### src/rtl/pw_irq_pkg.sv
package pw_irq_pkg;

  // Bit positions of the event flags inside the status and mask words.
  localparam int FLAG_ERR_BIT  = 6;
  localparam int FLAG_DROP_BIT = 5;
  localparam int FLAG_KEEP_BIT = 4;

  // Word addresses of the register port.
  localparam int ADDR_STATUS = 0;
  localparam int ADDR_MASK   = 1;
  localparam int ADDR_CTRL   = 2;
  localparam int ADDR_PW0    = 4;

  // Bit of the receive control register that allows packets in.
  localparam int CTRL_RX_EN_BIT = 0;

  typedef struct packed {
    logic err;
    logic drop;
    logic keep;
  } pw_evt_t;

endpackage

### src/rtl/pw_rx_buffer.sv
module pw_rx_buffer
  import pw_irq_pkg::*;
#(
  parameter int DATA_W = 32,
  parameter int WORDS  = 4
) (
  input  logic                    clk,
  input  logic                    rst_n,
  input  logic                    pw_valid_i,
  input  logic                    pw_err_i,
  input  logic                    rx_en_i,
  input  logic [WORDS*DATA_W-1:0] payload_i,
  input  logic                    release_i,
  output logic                    buf_valid_o,
  output logic [WORDS*DATA_W-1:0] payload_o,
  output pw_evt_t                 evt_o
);

  logic buf_valid_q, buf_valid_d;
  logic accept, drop, clean;

  // A packet with an error strobe takes neither path.
  assign clean  = pw_valid_i & ~pw_err_i;
  assign accept = clean & rx_en_i & ~buf_valid_q;
  assign drop   = clean & ~accept;

  always_comb begin
    evt_o.err  = pw_err_i;
    evt_o.drop = drop;
    evt_o.keep = accept;
  end

  always_comb begin
    buf_valid_d = buf_valid_q;
    if (accept) begin
      buf_valid_d = 1'b1;
    end else if (release_i) begin
      buf_valid_d = 1'b0;
    end
  end

  always_ff @(posedge clk or negedge rst_n) begin
    if (!rst_n) begin
      buf_valid_q <= 1'b0;
    end else begin
      buf_valid_q <= buf_valid_d;
    end
  end

  // One register per payload word, loaded only when a packet is accepted.
  for (genvar w = 0; w < WORDS; w++) begin : g_word
    logic [DATA_W-1:0] word_q;
    always_ff @(posedge clk or negedge rst_n) begin
      if (!rst_n) begin
        word_q <= '0;
      end else if (accept) begin
        word_q <= payload_i[w*DATA_W +: DATA_W];
      end
    end
    assign payload_o[w*DATA_W +: DATA_W] = word_q;
  end

  assign buf_valid_o = buf_valid_q;

endmodule

### src/rtl/pw_irq_status.sv
module pw_irq_status
  import pw_irq_pkg::*;
(
  input  logic    clk,
  input  logic    rst_n,
  input  pw_evt_t set_i,
  input  pw_evt_t clr_i,
  input  pw_evt_t mask_i,
  output pw_evt_t status_o,
  output logic    irq_o
);

  localparam int NFLAGS = $bits(pw_evt_t);

  logic [NFLAGS-1:0] set_v, clr_v, st_q, st_d;
  logic irq_q, irq_d;

  assign set_v = set_i;
  assign clr_v = clr_i;

  // Set has priority over clear, so that no event is lost.
  for (genvar b = 0; b < NFLAGS; b++) begin : g_flag
    always_comb begin
      st_d[b] = st_q[b];
      if (set_v[b]) begin
        st_d[b] = 1'b1;
      end else if (clr_v[b]) begin
        st_d[b] = 1'b0;
      end
    end
  end

  assign irq_d = |(st_q & mask_i);

  always_ff @(posedge clk or negedge rst_n) begin
    if (!rst_n) begin
      st_q  <= '0;
      irq_q <= 1'b0;
    end else begin
      st_q  <= st_d;
      irq_q <= irq_d;
    end
  end

  assign status_o = st_q;
  assign irq_o    = irq_q;

endmodule

### src/rtl/pw_reg_if.sv
module pw_reg_if
  import pw_irq_pkg::*;
#(
  parameter int DATA_W = 32,
  parameter int ADDR_W = 4,
  parameter int WORDS  = 4
) (
  input  logic                    clk,
  input  logic                    rst_n,
  input  logic                    reg_wr_i,
  input  logic                    reg_rd_i,
  input  logic [ADDR_W-1:0]       reg_addr_i,
  input  logic [DATA_W-1:0]       reg_wdata_i,
  input  pw_evt_t                 status_i,
  input  logic [WORDS*DATA_W-1:0] payload_i,
  output logic [DATA_W-1:0]       reg_rdata_o,
  output pw_evt_t                 mask_o,
  output logic                    rx_en_o,
  output pw_evt_t                 clr_o,
  output logic                    release_o
);

  localparam logic [ADDR_W-1:0] A_STATUS = ADDR_W'(ADDR_STATUS);
  localparam logic [ADDR_W-1:0] A_MASK   = ADDR_W'(ADDR_MASK);
  localparam logic [ADDR_W-1:0] A_CTRL   = ADDR_W'(ADDR_CTRL);
  localparam logic [ADDR_W-1:0] A_LAST   = ADDR_W'(ADDR_PW0 + WORDS - 1);

  pw_evt_t           mask_q, mask_d;
  logic              rx_en_q, rx_en_d;
  logic [DATA_W-1:0] rdata_q, rdata_d;
  logic              wr_status, wr_mask, wr_ctrl;
  pw_evt_t           wr_bits;

  assign wr_status = reg_wr_i & (reg_addr_i == A_STATUS);
  assign wr_mask   = reg_wr_i & (reg_addr_i == A_MASK);
  assign wr_ctrl   = reg_wr_i & (reg_addr_i == A_CTRL);

  always_comb begin
    wr_bits.err  = reg_wdata_i[FLAG_ERR_BIT];
    wr_bits.drop = reg_wdata_i[FLAG_DROP_BIT];
    wr_bits.keep = reg_wdata_i[FLAG_KEEP_BIT];
  end

  assign clr_o     = wr_status ? wr_bits : '0;
  assign release_o = reg_rd_i & (reg_addr_i == A_LAST);

  always_comb begin
    mask_d  = wr_mask ? wr_bits : mask_q;
    rx_en_d = wr_ctrl ? reg_wdata_i[CTRL_RX_EN_BIT] : rx_en_q;
  end

  always_comb begin
    rdata_d = '0;
    if (reg_addr_i == A_STATUS) begin
      rdata_d[FLAG_ERR_BIT]  = status_i.err;
      rdata_d[FLAG_DROP_BIT] = status_i.drop;
      rdata_d[FLAG_KEEP_BIT] = status_i.keep;
    end else if (reg_addr_i == A_MASK) begin
      rdata_d[FLAG_ERR_BIT]  = mask_q.err;
      rdata_d[FLAG_DROP_BIT] = mask_q.drop;
      rdata_d[FLAG_KEEP_BIT] = mask_q.keep;
    end else if (reg_addr_i == A_CTRL) begin
      rdata_d[CTRL_RX_EN_BIT] = rx_en_q;
    end
    for (int i = 0; i < WORDS; i++) begin
      if (reg_addr_i == ADDR_W'(ADDR_PW0 + i)) begin
        rdata_d = payload_i[i*DATA_W +: DATA_W];
      end
    end
  end

  always_ff @(posedge clk or negedge rst_n) begin
    if (!rst_n) begin
      mask_q  <= '0;
      rx_en_q <= 1'b0;
    end else begin
      mask_q  <= mask_d;
      rx_en_q <= rx_en_d;
    end
  end

  always_ff @(posedge clk or negedge rst_n) begin
    if (!rst_n) begin
      rdata_q <= '0;
    end else if (reg_rd_i) begin
      rdata_q <= rdata_d;
    end
  end

  assign mask_o      = mask_q;
  assign rx_en_o     = rx_en_q;
  assign reg_rdata_o = rdata_q;

endmodule

### src/rtl/pw_irq_ctrl.sv
module pw_irq_ctrl
  import pw_irq_pkg::*;
#(
  parameter int DATA_W = 32,
  parameter int ADDR_W = 4,
  parameter int WORDS  = 4
) (
  input  logic                    clk,
  input  logic                    rst_n,
  input  logic                    pw_valid_i,
  input  logic                    pw_err_i,
  input  logic [WORDS*DATA_W-1:0] pw_payload_i,
  input  logic                    reg_wr_i,
  input  logic                    reg_rd_i,
  input  logic [ADDR_W-1:0]       reg_addr_i,
  input  logic [DATA_W-1:0]       reg_wdata_i,
  output logic [DATA_W-1:0]       reg_rdata_o,
  output logic                    irq_o
);

  pw_evt_t                 evt, clr, mask, status;
  logic                    rx_en, buf_valid, release_buf;
  logic [WORDS*DATA_W-1:0] payload;

  pw_rx_buffer #(.DATA_W(DATA_W), .WORDS(WORDS)) u_buf (
    .clk         (clk),
    .rst_n       (rst_n),
    .pw_valid_i  (pw_valid_i),
    .pw_err_i    (pw_err_i),
    .rx_en_i     (rx_en),
    .payload_i   (pw_payload_i),
    .release_i   (release_buf),
    .buf_valid_o (buf_valid),
    .payload_o   (payload),
    .evt_o       (evt)
  );

  pw_irq_status u_status (
    .clk      (clk),
    .rst_n    (rst_n),
    .set_i    (evt),
    .clr_i    (clr),
    .mask_i   (mask),
    .status_o (status),
    .irq_o    (irq_o)
  );

  pw_reg_if #(.DATA_W(DATA_W), .ADDR_W(ADDR_W), .WORDS(WORDS)) u_regs (
    .clk         (clk),
    .rst_n       (rst_n),
    .reg_wr_i    (reg_wr_i),
    .reg_rd_i    (reg_rd_i),
    .reg_addr_i  (reg_addr_i),
    .reg_wdata_i (reg_wdata_i),
    .status_i    (status),
    .payload_i   (payload),
    .reg_rdata_o (reg_rdata_o),
    .mask_o      (mask),
    .rx_en_o     (rx_en),
    .clr_o       (clr),
    .release_o   (release_buf)
  );

endmodule

### config.mk
export PLATFORM = sky130hd
export DESIGN_NAME = pw_irq_ctrl
export DESIGN_NICKNAME = d
export VERILOG_FILES = /design/src/rtl/pw_irq_pkg.sv /design/src/rtl/pw_rx_buffer.sv /design/src/rtl/pw_irq_status.sv /design/src/rtl/pw_reg_if.sv /design/src/rtl/pw_irq_ctrl.sv
export SDC_FILE = /design/constraint.sdc
export NUM_CORES = 1
export LEC_CHECK = 0
export BUFFER_PORTS_ARGS = -buffer_cell sky130_fd_sc_hd__buf_2
export CAP_MARGIN = 5
export CORE_ASPECT_RATIO = 0.5
export CORE_MARGIN = 2
export CORE_UTILIZATION = 48
export DETAILED_ROUTE_END_ITERATION = 6
export PLACE_DENSITY_LB_ADDON = 0.3
export SLEW_MARGIN = 20
export SYNTH_ARGS = -nofsm -noshare
export SYNTH_HDL_FRONTEND = slang
export SYNTH_SLANG_ARGS = --single-unit
export TNS_END_PERCENT = 10
### constraint.sdc
create_clock -name clk -period 4.89 [get_ports clk]
set_input_delay 0.978 -clock clk [delete_from_list [all_inputs] [get_ports clk]]
set_output_delay 0.978 -clock clk [all_outputs]
set_load 0.05 [all_outputs]
Word-level counts from Yosys, hierarchy flattened --
Index checks and enable logic that the tools add are counted.
Word-level totals: flip-flop bits (word level) 169, input port bits 170, output and inout bits 33, logic and storage cells 56
Operators by class: eq/ne operators 6, mux-type cells 18, bitwise logic cells 12, reduce and logical (&&, ||, !) cells 6
Operators with widths (number):
- $mux 32 | 4
- $eq 4x3->1 const B | 4
- $mux 1 | 11
- $mux 3 | 3
- $and 1x1->1 | 8
- $reduce_bool 2->1 | 4
- $eq 4x1->1 const B | 1
- $eq 4x2->1 const B | 1
- $logic_not 4->1 | 1
- $and 3x3->3 | 1
- $not 1->1 | 3
- $reduce_or 3->1 | 1

Depth between registers and ports, before layout --
Gate-level depths: netlist of run 1.
depth in word-level cells 8, mapped depth 6, depth with buffers taken out 4

Cells and area by module --
From an unflattened synthesis of run 1, not the netlist that was laid out.
Second synthesis, totals: cells, all modules 531, area, all modules 7772.5 um^2
By module, submodules not included:
- pw_rx_buffer | times used 1, cells each 279, area an instance 5351.4 um^2, sequential area each 3228.1 um^2
- pw_reg_if | times used 1, cells each 240, area an instance 2272.2 um^2, sequential area each 900.9 um^2
- pw_irq_status | times used 1, cells each 12, area an instance 148.9 um^2, sequential area each 100.1 um^2

Worst setup path after synthesis of run 1 --
OpenSTA, ideal clock, no wires.
path kind input to register, from in pw_err_i, to reg u_buf.g_word[1].word_q[24], setup time 0.127 ns, arrival 1.929 ns, data required time 4.763 ns, setup slack 2.834 ns, stages 4, path buffers 2, cell sequence nor3b_2 > buf_4 > buf_4 > mux2_1
Between the ends: word-level cells in the longest chain between the ends 4
Ends and longest elaborated chain:
- start: declaration | RTL line pw_irq_ctrl.sv:11 | input logic pw_err_i,
- $not 1->1 | RTL line pw_rx_buffer.sv:23 | assign clean = pw_valid_i & ~pw_err_i;
- $and 1x1->1 | RTL line pw_rx_buffer.sv:23
- $and 1x1->1 (2 in a row) | RTL line pw_rx_buffer.sv:24 | assign accept = clean & rx_en_i & ~buf_valid_q;
- end signal: assignment | RTL line pw_rx_buffer.sv:57 | word_q <= payload_i[w*DATA_W +: DATA_W];
- end: declaration | RTL line pw_rx_buffer.sv:52 | logic [DATA_W-1:0] word_q;
Every way passes these cells. A chain may end at the register's enable or synchronous reset.

Worst setup path after layout of run 1 --
from in reg_addr_i[0], to reg u_regs.rdata_q[0] (netlist: u_regs.reg_rdata_o[0])
Between the ends: word-level cells in the longest chain between the ends 8, elaborated cells between the ends (all ways) 14, those cells by class eq/ne (6); mux (7); reduce/logical (1)
Ends and longest elaborated chain:
- start: declaration | RTL line pw_irq_ctrl.sv:15 | input logic [ADDR_W-1:0] reg_addr_i,
- $eq 4x2->1 | RTL line pw_reg_if.sv:62 | end else if (reg_addr_i == A_CTRL) begin
- $mux 1 | RTL line pw_reg_if.sv:62
- $mux 1 | RTL line pw_reg_if.sv:58 | end else if (reg_addr_i == A_MASK) begin
- $mux 1 | RTL line pw_reg_if.sv:54 | if (reg_addr_i == A_STATUS) begin
- $mux 32 (3 in a row) | RTL line pw_reg_if.sv:66 | if (reg_addr_i == ADDR_W'(ADDR_PW0 + i)) begin
- $mux 32 * | RTL line pw_reg_if.sv:66
- end signal: assignment | RTL line pw_reg_if.sv:86 | rdata_q <= rdata_d;
- end: declaration | RTL line pw_reg_if.sv:30 | logic [DATA_W-1:0] rdata_q, rdata_d;
Mark *: on every way between the ends. The rest lies on a longest branch, timed or not.

==> results of run 1 <==
-- metrics by stage --
| step | setup WS [ns] | cell area [um^2] | cells |
|---|---|---|---|
| after floorplan | 2.83 | 7310 | 530 |
| after global placement | 1.90 | 8280 | 869 |
| after detailed placement | 1.89 | 8280 | 869 |
| after CTS | 2.33 | 8880 | 901 |
| after global routing | 2.22 | 8890 | 901 |
| final | 2.33 | 8890 | 901 |
-- cell families (layout without fill, tap and decap cells) --
| logic type | after synthesis | count (layout) | synth area share, % |
|---|---|---|---|
| AND/OR/NAND/NOR | 37 | 37 | 2.88 |
| AO/OA/AOI/OAI | 119 | 119 | 12.0 |
| flip-flops | 169 | 169 | 57.9 |
| multiplexers | 157 | 157 | 23.7 |
| buffers and inverters | 48 | 221 | 3.58 |
-- worst max-delay path, stage by stage --
cell and delay [ns]:
buf_2 0.11, buf_4 0.34, nand2b_4 0.47, or3b_1 0.46, a221o_1 0.35, a31oi_1 0.17
-- cell usage after synthesis (all sizes together) (5+ instances only) --
library cell | count | share of area, %
dfrtp | 169 | 58
mux2 | 130 | 20
a21o | 30 | 3.1
a211oi | 27 | 2.8
mux2i | 27 | 3.7
o221ai | 27 | 3.2
buf | 26 | 2.4
o21ai | 17 | 1.2
clkbuf | 13 | 0.67
nand2 | 10 | 0.51
inv | 9 | 0.46
nor2 | 8 | 0.41
a31oi | 5 | 0.43
nand2b | 5 | 0.53
-- registers in the layout, summed over array words and instances (netlist names) --
register,count
u_status.status_o,3
u_regs.reg_rdata_o,32
u_buf.buf_valid_o,1
u_regs.rx_en_o,1
u_regs.mask_o,3
u_status.irq_o,1
u_buf.g_word.word_q,128
-- path summary, 6_finish.rpt --
kind	cells after the start	endpoint	slack (ns)	startpoint
min in group asynchronous	1	u_buf.g_word[0].word_q[25]	0.70	rst_n
worst min-delay path	1	u_regs.reg_rdata_o[25]	0.47	u_regs.reg_rdata_o[25]
max in group asynchronous	2	u_buf.g_word[3].word_q[22]	3.25	rst_n
worst max register to register	4	u_buf.g_word[0].word_q[9]	2.87	u_buf.buf_valid_o
worst min register to register	1	u_regs.reg_rdata_o[25]	0.47	u_regs.reg_rdata_o[25]
worst max-delay path	6	u_regs.reg_rdata_o[0]	2.33	reg_addr_i[0]
-- area by class of cell --
cell class | count | area, um^2 | area share [%]
clock buffers | 17 | 425 | 4.79
clock inverters | 15 | 181 | 2.04
inverters | 9 | 33.8 | 0.380
multi-input cells | 313 | 2830 | 31.9
flip-flops and latches | 169 | 4230 | 47.6
well taps | 198 | 248 | 2.79
repair buffers | 180 | 937 | 10.5
-- cells in the final DEF, fill, tap and decap left out, types with 17 or more instances in the layout --
cell type	count
o221ai_1	27
a21o_1	30
mux2_2	56
a211oi_1	27
dfrtp_1	169
mux2i_1	27
buf_2	173
clkbuf_16	17
o21ai_0	17
mux2_1	74
-- report_power, final --
part           internal, mW  switching (mW)
registers              1.98           0.288
clock network         0.775           0.604
logic                 0.525           0.483
-- per-layer routing --
layer  GRT usage [%]  vias to the layer above
met5               0                        -
met4            6.98                        0
met3            4.65                       17
met2            33.7                      106
met1            28.9                     2509
li1                -                     2290
==> run summary, run 1 <==
Status - complete, no violations
Crit end category - flip-flop
Worst slew pin tran - 1.07 ns
Mapped Area - 7310 um^2
Final core occ - 60.6%
WL met1 - 7.44 mm
Synth cell types - 33
Seq/Total Area, Yosys - 57.9%
Die Ht - 91.3 um
Ys flop type - dfrtp_1
Drt drc - 0
Gr usage total - 21.2%
Fin nets - 860
Vias in the first global route - 5126
Antenna-violating nets left - 0
Routed wl met2 - 7.78 mm
Critical path peak fanout - 48
Worst path arrival time - 2.89 ns
Slew margin rel. - 28.5%
Setup violators final - 0
Syn Inst Count - 530
Fmax - 391 MHz
CP Data Required Time - 5.22 ns
IO Count - 203
Total routed wirelength - 16.2 mm
Top Layer Used - met4
Initial Util - 49.9%
PostCTS Resize Cnt - 0
Via count - 4922
Hold Vio Cnt, Final - 0
Async SR Flop Fraction - 100%
H-tree depth - 4
Worst skew pair latency - 0.42 ns
Final Cycle Share - 52.3%
Total global routing overflow - 0
CTS Buf Count - 17
First DRT Iteration DRCs - 340
Syn nets - 700
Buffers on Ports - 174
CTS tree - yes
Area grow syn2layout - 21.6%
Met3 WL - 735 um
Dpl hpwl - 10.5 mm
Ant. Diodes - 0
Hold_buf cts - 0
Minimum hold slack - 0.473 ns
Die X - 179 um
Layout cells sized above 1 - 38.8%
Maximum VDD drop - 0.265 mV
Post-synth EDFFs - 0
Post-CTS Setup Inserts - 0
Antenna violations before repair - 0
Clock slew at reported path FFs - 0.07 ns
Total Power - 4.65 mW
First-pass GRT wire length - 26.4 mm
Routability cong. - 0.774
Final worst path period need - 2.56 ns
Avg Cell Area, Syn - 13.8 um^2
CTS max path bufs - 2
Register bit total from synthesis - 169
# fillers - 1206
RSZ-0062 raised after global routing - no
PwrDens - 523 nW/um^2
Clock Skew - 0.0124 ns
Die ar. - 16300 um^2
Max-cap violation count - 0
Setup TNS - 0 ns
DR WL/cell - 18.0 um
Largest net degree at the start of global routing - 133
# rows - 31
Crit start category - primary input
Critical path class - in2reg
Core ar. - 14700 um^2
Yosys Warn Count - 0
CTS sink cnt - 169
Via density - 5.46
Drt first pass iters - 4
Static leakage - 4.31 nW
Clk root buf - clkbuf_16
HP Class - reg2reg
Fin. max-slew vios - 0
Power figures use the tool's default switching activity.
==> inputs of run 2 (changes only) <==
--- a/config.mk
+++ b/config.mk
@@ -5,6 +5,7 @@
 export SDC_FILE = /design/constraint.sdc
 export NUM_CORES = 1
 export LEC_CHECK = 0
+export ABC_AREA = 1
 export BUFFER_PORTS_ARGS = -buffer_cell sky130_fd_sc_hd__buf_2
 export CAP_MARGIN = 5
 export CORE_ASPECT_RATIO = 0.5
==> constraint.sdc (replaced) <==
create_clock -name clk -period 2.2 [get_ports clk]
set_input_delay 0.44 -clock clk [delete_from_list [all_inputs] [get_ports clk]]
set_output_delay 0.44 -clock clk [all_outputs]
set_load 0.05 [all_outputs]
==> run summary, run 2 <==
Status - complete, no violations
HP Class - in2reg
Worst path depth - 1 (-5)
Total routed wirelength - 20.1 mm (+24%)
Worst path arrival time - 1.10 ns (-1.79 ns)
Avg Cell Area, Syn - 8.06 um^2 (-42%)
Crit start category - flip-flop
Routability cong. - 0.843 (+8.9%)
Fin. max-slew vios - 0 (unchanged)
Crit end category - output pin
Die X - 183 um (+2.6%)
Yosys Warn Count - 0 (unchanged)
Worst-path cell chain - buf_2
Reg-to-reg slack, setup - 0.69 ns (-2.18 ns)
Worst skew pair latency - 0.43 ns (about the same)
Clock slew at reported path FFs - 0.07 ns (about the same)
PwrDens - 1120 nW/um^2 (+110%)
Gr usage total - 24.7% (+3.6 points)
Maximum VDD drop - 0.601 mV (+130%)
CTS tree - yes
Final worst path period need - 1.54 ns
Most common cell after layout, fill and taps aside - nand2_1
Bufs and invs on worst path - 1 (-1)
Max reg flops - 128 (unchanged)
Die ar. - 17100 um^2 (+5.2%)
Synth top cells by count - nand2_1, dfrtp_1, inv_1, o21ai_0, nand3_1
Reg-to-Reg Start - u_buf.buf_valid_o
Max-cap violation count - 0 (unchanged)
CP Data Required Time - 1.76 ns (-3.46 ns)
Syn Inst Count - 956 (+80%)
Count leader, synth - nand2_1
# fillers - 1411 (+17%)
Via count - 6710 (+36%)
Area grow syn2layout - 22.2%
Buffers on Ports - 174 (unchanged)
First-pass GRT wire length - 32.4 mm (+23%)
CTS sink cnt - 169 (unchanged)
Via density - 5.04 (-7.8%)
Dpl hpwl - 14.1 mm (+35%)
Total global routing overflow - 0 (unchanged)
Async SR Flop Fraction - 100% (unchanged)
Setup violators final - 0 (unchanged)
Core ar. - 15500 um^2 (+6.0%)
Synth top area share - 54.9% (-3.0 points)
Fin nets - 1285 (+49%)
Clock Skew - 0.00817 ns (-0.00425 ns)
Initial Util - 49.6% (-0.27 points)
Antenna violations before repair - 0 (unchanged)
IO Count - 203 (unchanged)
Synth top area cells - dfrtp_1, nand2_1, o21ai_0, nand3_1, inv_1
PostCTS Resize Cnt - 0 (unchanged)
FF-to-FF End - u_buf.g_word[3].word_q[29]
Vias in the first global route - 6593 (+29%)
Hold Vio Cnt, Final - 0 (unchanged)
Critical path class - reg2out
First DRT Iteration DRCs - 466 (+37%)
Post-CTS Setup Inserts - 0 (unchanged)
Mapped Area - 7700 um^2 (+5.4%)
Non-Filler Instances - 1332 (+48%)
Largest net degree at the start of global routing - 95 (-29%)
Layout cells sized above 1 - 21.5% (-17 points)
Static leakage - 5.30 nW (+23%)
Ant. Diodes - 0 (unchanged)
Area leader, netlist - dfrtp_1
Placed cell count - 1299 (+49%)
Clk root buf - clkbuf_16
# rows - 32 (+3.2%)
CTS max path bufs - 2 (unchanged)
Worst slew pin tran - 0.563 ns (-0.508 ns)
RSZ-0062 raised after global routing - no
Drt first pass iters - 5 (+1)
Multi-input gate area - 2680 um^2 (-5.4%)
Register bit total from synthesis - 169 (unchanged)
Met2 usage - 41.3% (+7.6 points)
Commonest non-fill, non-tap cells in the layout - nand2_1, buf_2, dfrtp_1, inv_1, o21ai_0
DR WL/cell - 15.1 um (-16%)
Drt drc - 0 (unchanged)
Final Cycle Share - 69.9%
Setup TNS - 0 ns (unchanged)
Routing usage on met1 - 32.8% (+3.9 points)
Met3 usage - 4.75% (+0.10 points)
Register area - 4230 um^2 (unchanged)
Fmax - 650 MHz
Antenna-violating nets left - 0 (unchanged)
Post-synth EDFFs - 0 (unchanged)
Reg2Reg Depth - 5 (+1)
CP Capture Point - reg_rdata_o[29]
CTS Buf Count - 17 (unchanged)
Critical Path Max Stage Delay - 0.39 ns (-0.08 ns)
Worst Setup SP - u_regs.reg_rdata_o[29]
H-tree depth - 4 (unchanged)
Top reg by flops - u_buf.g_word.word_q
Seq/Total Area, Yosys - 54.9% (-3.0 points)
Syn nets - 1126 (+61%)
CP top delay family - flip-flops
Busiest metal layer after global routing - met2
Die Ht - 93.6 um (+2.5%)
Critical Path Slowest Stage Cell - dfrtp_1
Slew margin rel. - 62.4% (+34 points)
Synth cell types - 25 (-24%)
Critical path peak fanout - 2 (-96%)
Ys flop type - dfrtp_1
run 2: cell types whose count changed after synthesis, moves of 47 or more:
| cell | previous run | this run |
|---|---|---|
| inv_1 | 9 | 142 |
| mux2_1 | 74 | 0 |
| nand3_1 | 1 | 119 |
| mux2_2 | 56 | 0 |
| nor2_1 | 8 | 55 |
| o21ai_0 | 17 | 137 |
| nand2_1 | 10 | 226 |
run 2: routing by layer:
layer | up-vias | share of wire, %
met5 | - | 0
met4 | 0 | 2.0
met3 | 28 | 4.8
met2 | 172 | 48
met1 | 3203 | 45
li1 | 3307 | -
run 2: kinds of logic (layout without fill, tap and decap cells):
kind of cell	count (synthesis)	after routing	synth area share [%]
AOI/OAI and AO/OA	163	163	10.7
buffers and inverters	199	371	10.5
DFF	169	169	54.9
and+or+nand+nor	425	425	23.9
run 2: worst min-delay path by stage:
stage | from | slack (ns) | cells after the start | end
final | pw_err_i | 0.21 | 2 | u_status.status_o[2]
after CTS | pw_err_i | 0.20 | 2 | u_status.status_o[2]
after global routing | pw_err_i | 0.21 | 2 | u_status.status_o[2]
after floorplan | rst_n | 0.14 | 0 | u_buf.buf_valid_o
after global placement | rst_n | 0.41 | 1 | u_buf.g_word[1].word_q[20]
after detailed placement | rst_n | 0.42 | 1 | u_buf.g_word[1].word_q[21]
run 2: per-stage QoR:
step	setup slack (ns)	hold slack [ns]	total power [mW]	utilization, %	instance area, um^2
2_1_floorplan	0.849	0.144	6.61	-	7700
3_3_place_gp	0.326	0.412	7.28	56.6	8800
3_5_place_dp	0.281	0.419	7.44	56.6	8800
4_1_cts	0.645	0.199	10.6	60.6	9420
5_1_grt	0.521	0.215	11.2	60.6	9420
6_report	0.662	0.209	10.5	60.6	9420
run 2: worst reg2reg max path, stage by stage, from the launching register on:
cell     delay (ns)
dfrtp_1        0.36
inv_1          0.12
nand3_4        0.31
buf_12         0.33
nor2_1         0.22
a21oi_1        0.05
run 2: area by class of cell:
class | instances | share of cell area [%]
clock buffers | 19 | 4.70
repair buffers | 192 | 11.6
well taps | 204 | 2.71
inverters | 147 | 5.86
flip-flops and latches | 169 | 44.9
clock inverters | 13 | 1.77
multi-input cells | 588 | 28.5
run 2: where the power goes:
| part | internal [mW] | switching (mW) | total, mW |
|---|---|---|---|
| combinational | 0.835 | 1.46 | 2.29 |
| sequential | 4.43 | 0.656 | 5.09 |
| clock | 1.83 | 1.31 | 3.14 |
| total | 7.10 | 3.42 | 10.5 |
run 2: timing repair:
action / in CTS / in global routing
hold buffers: 1 / 0
endpoints found under the setup margin: 0 / 0
hold endpoints to repair: 46 / 0
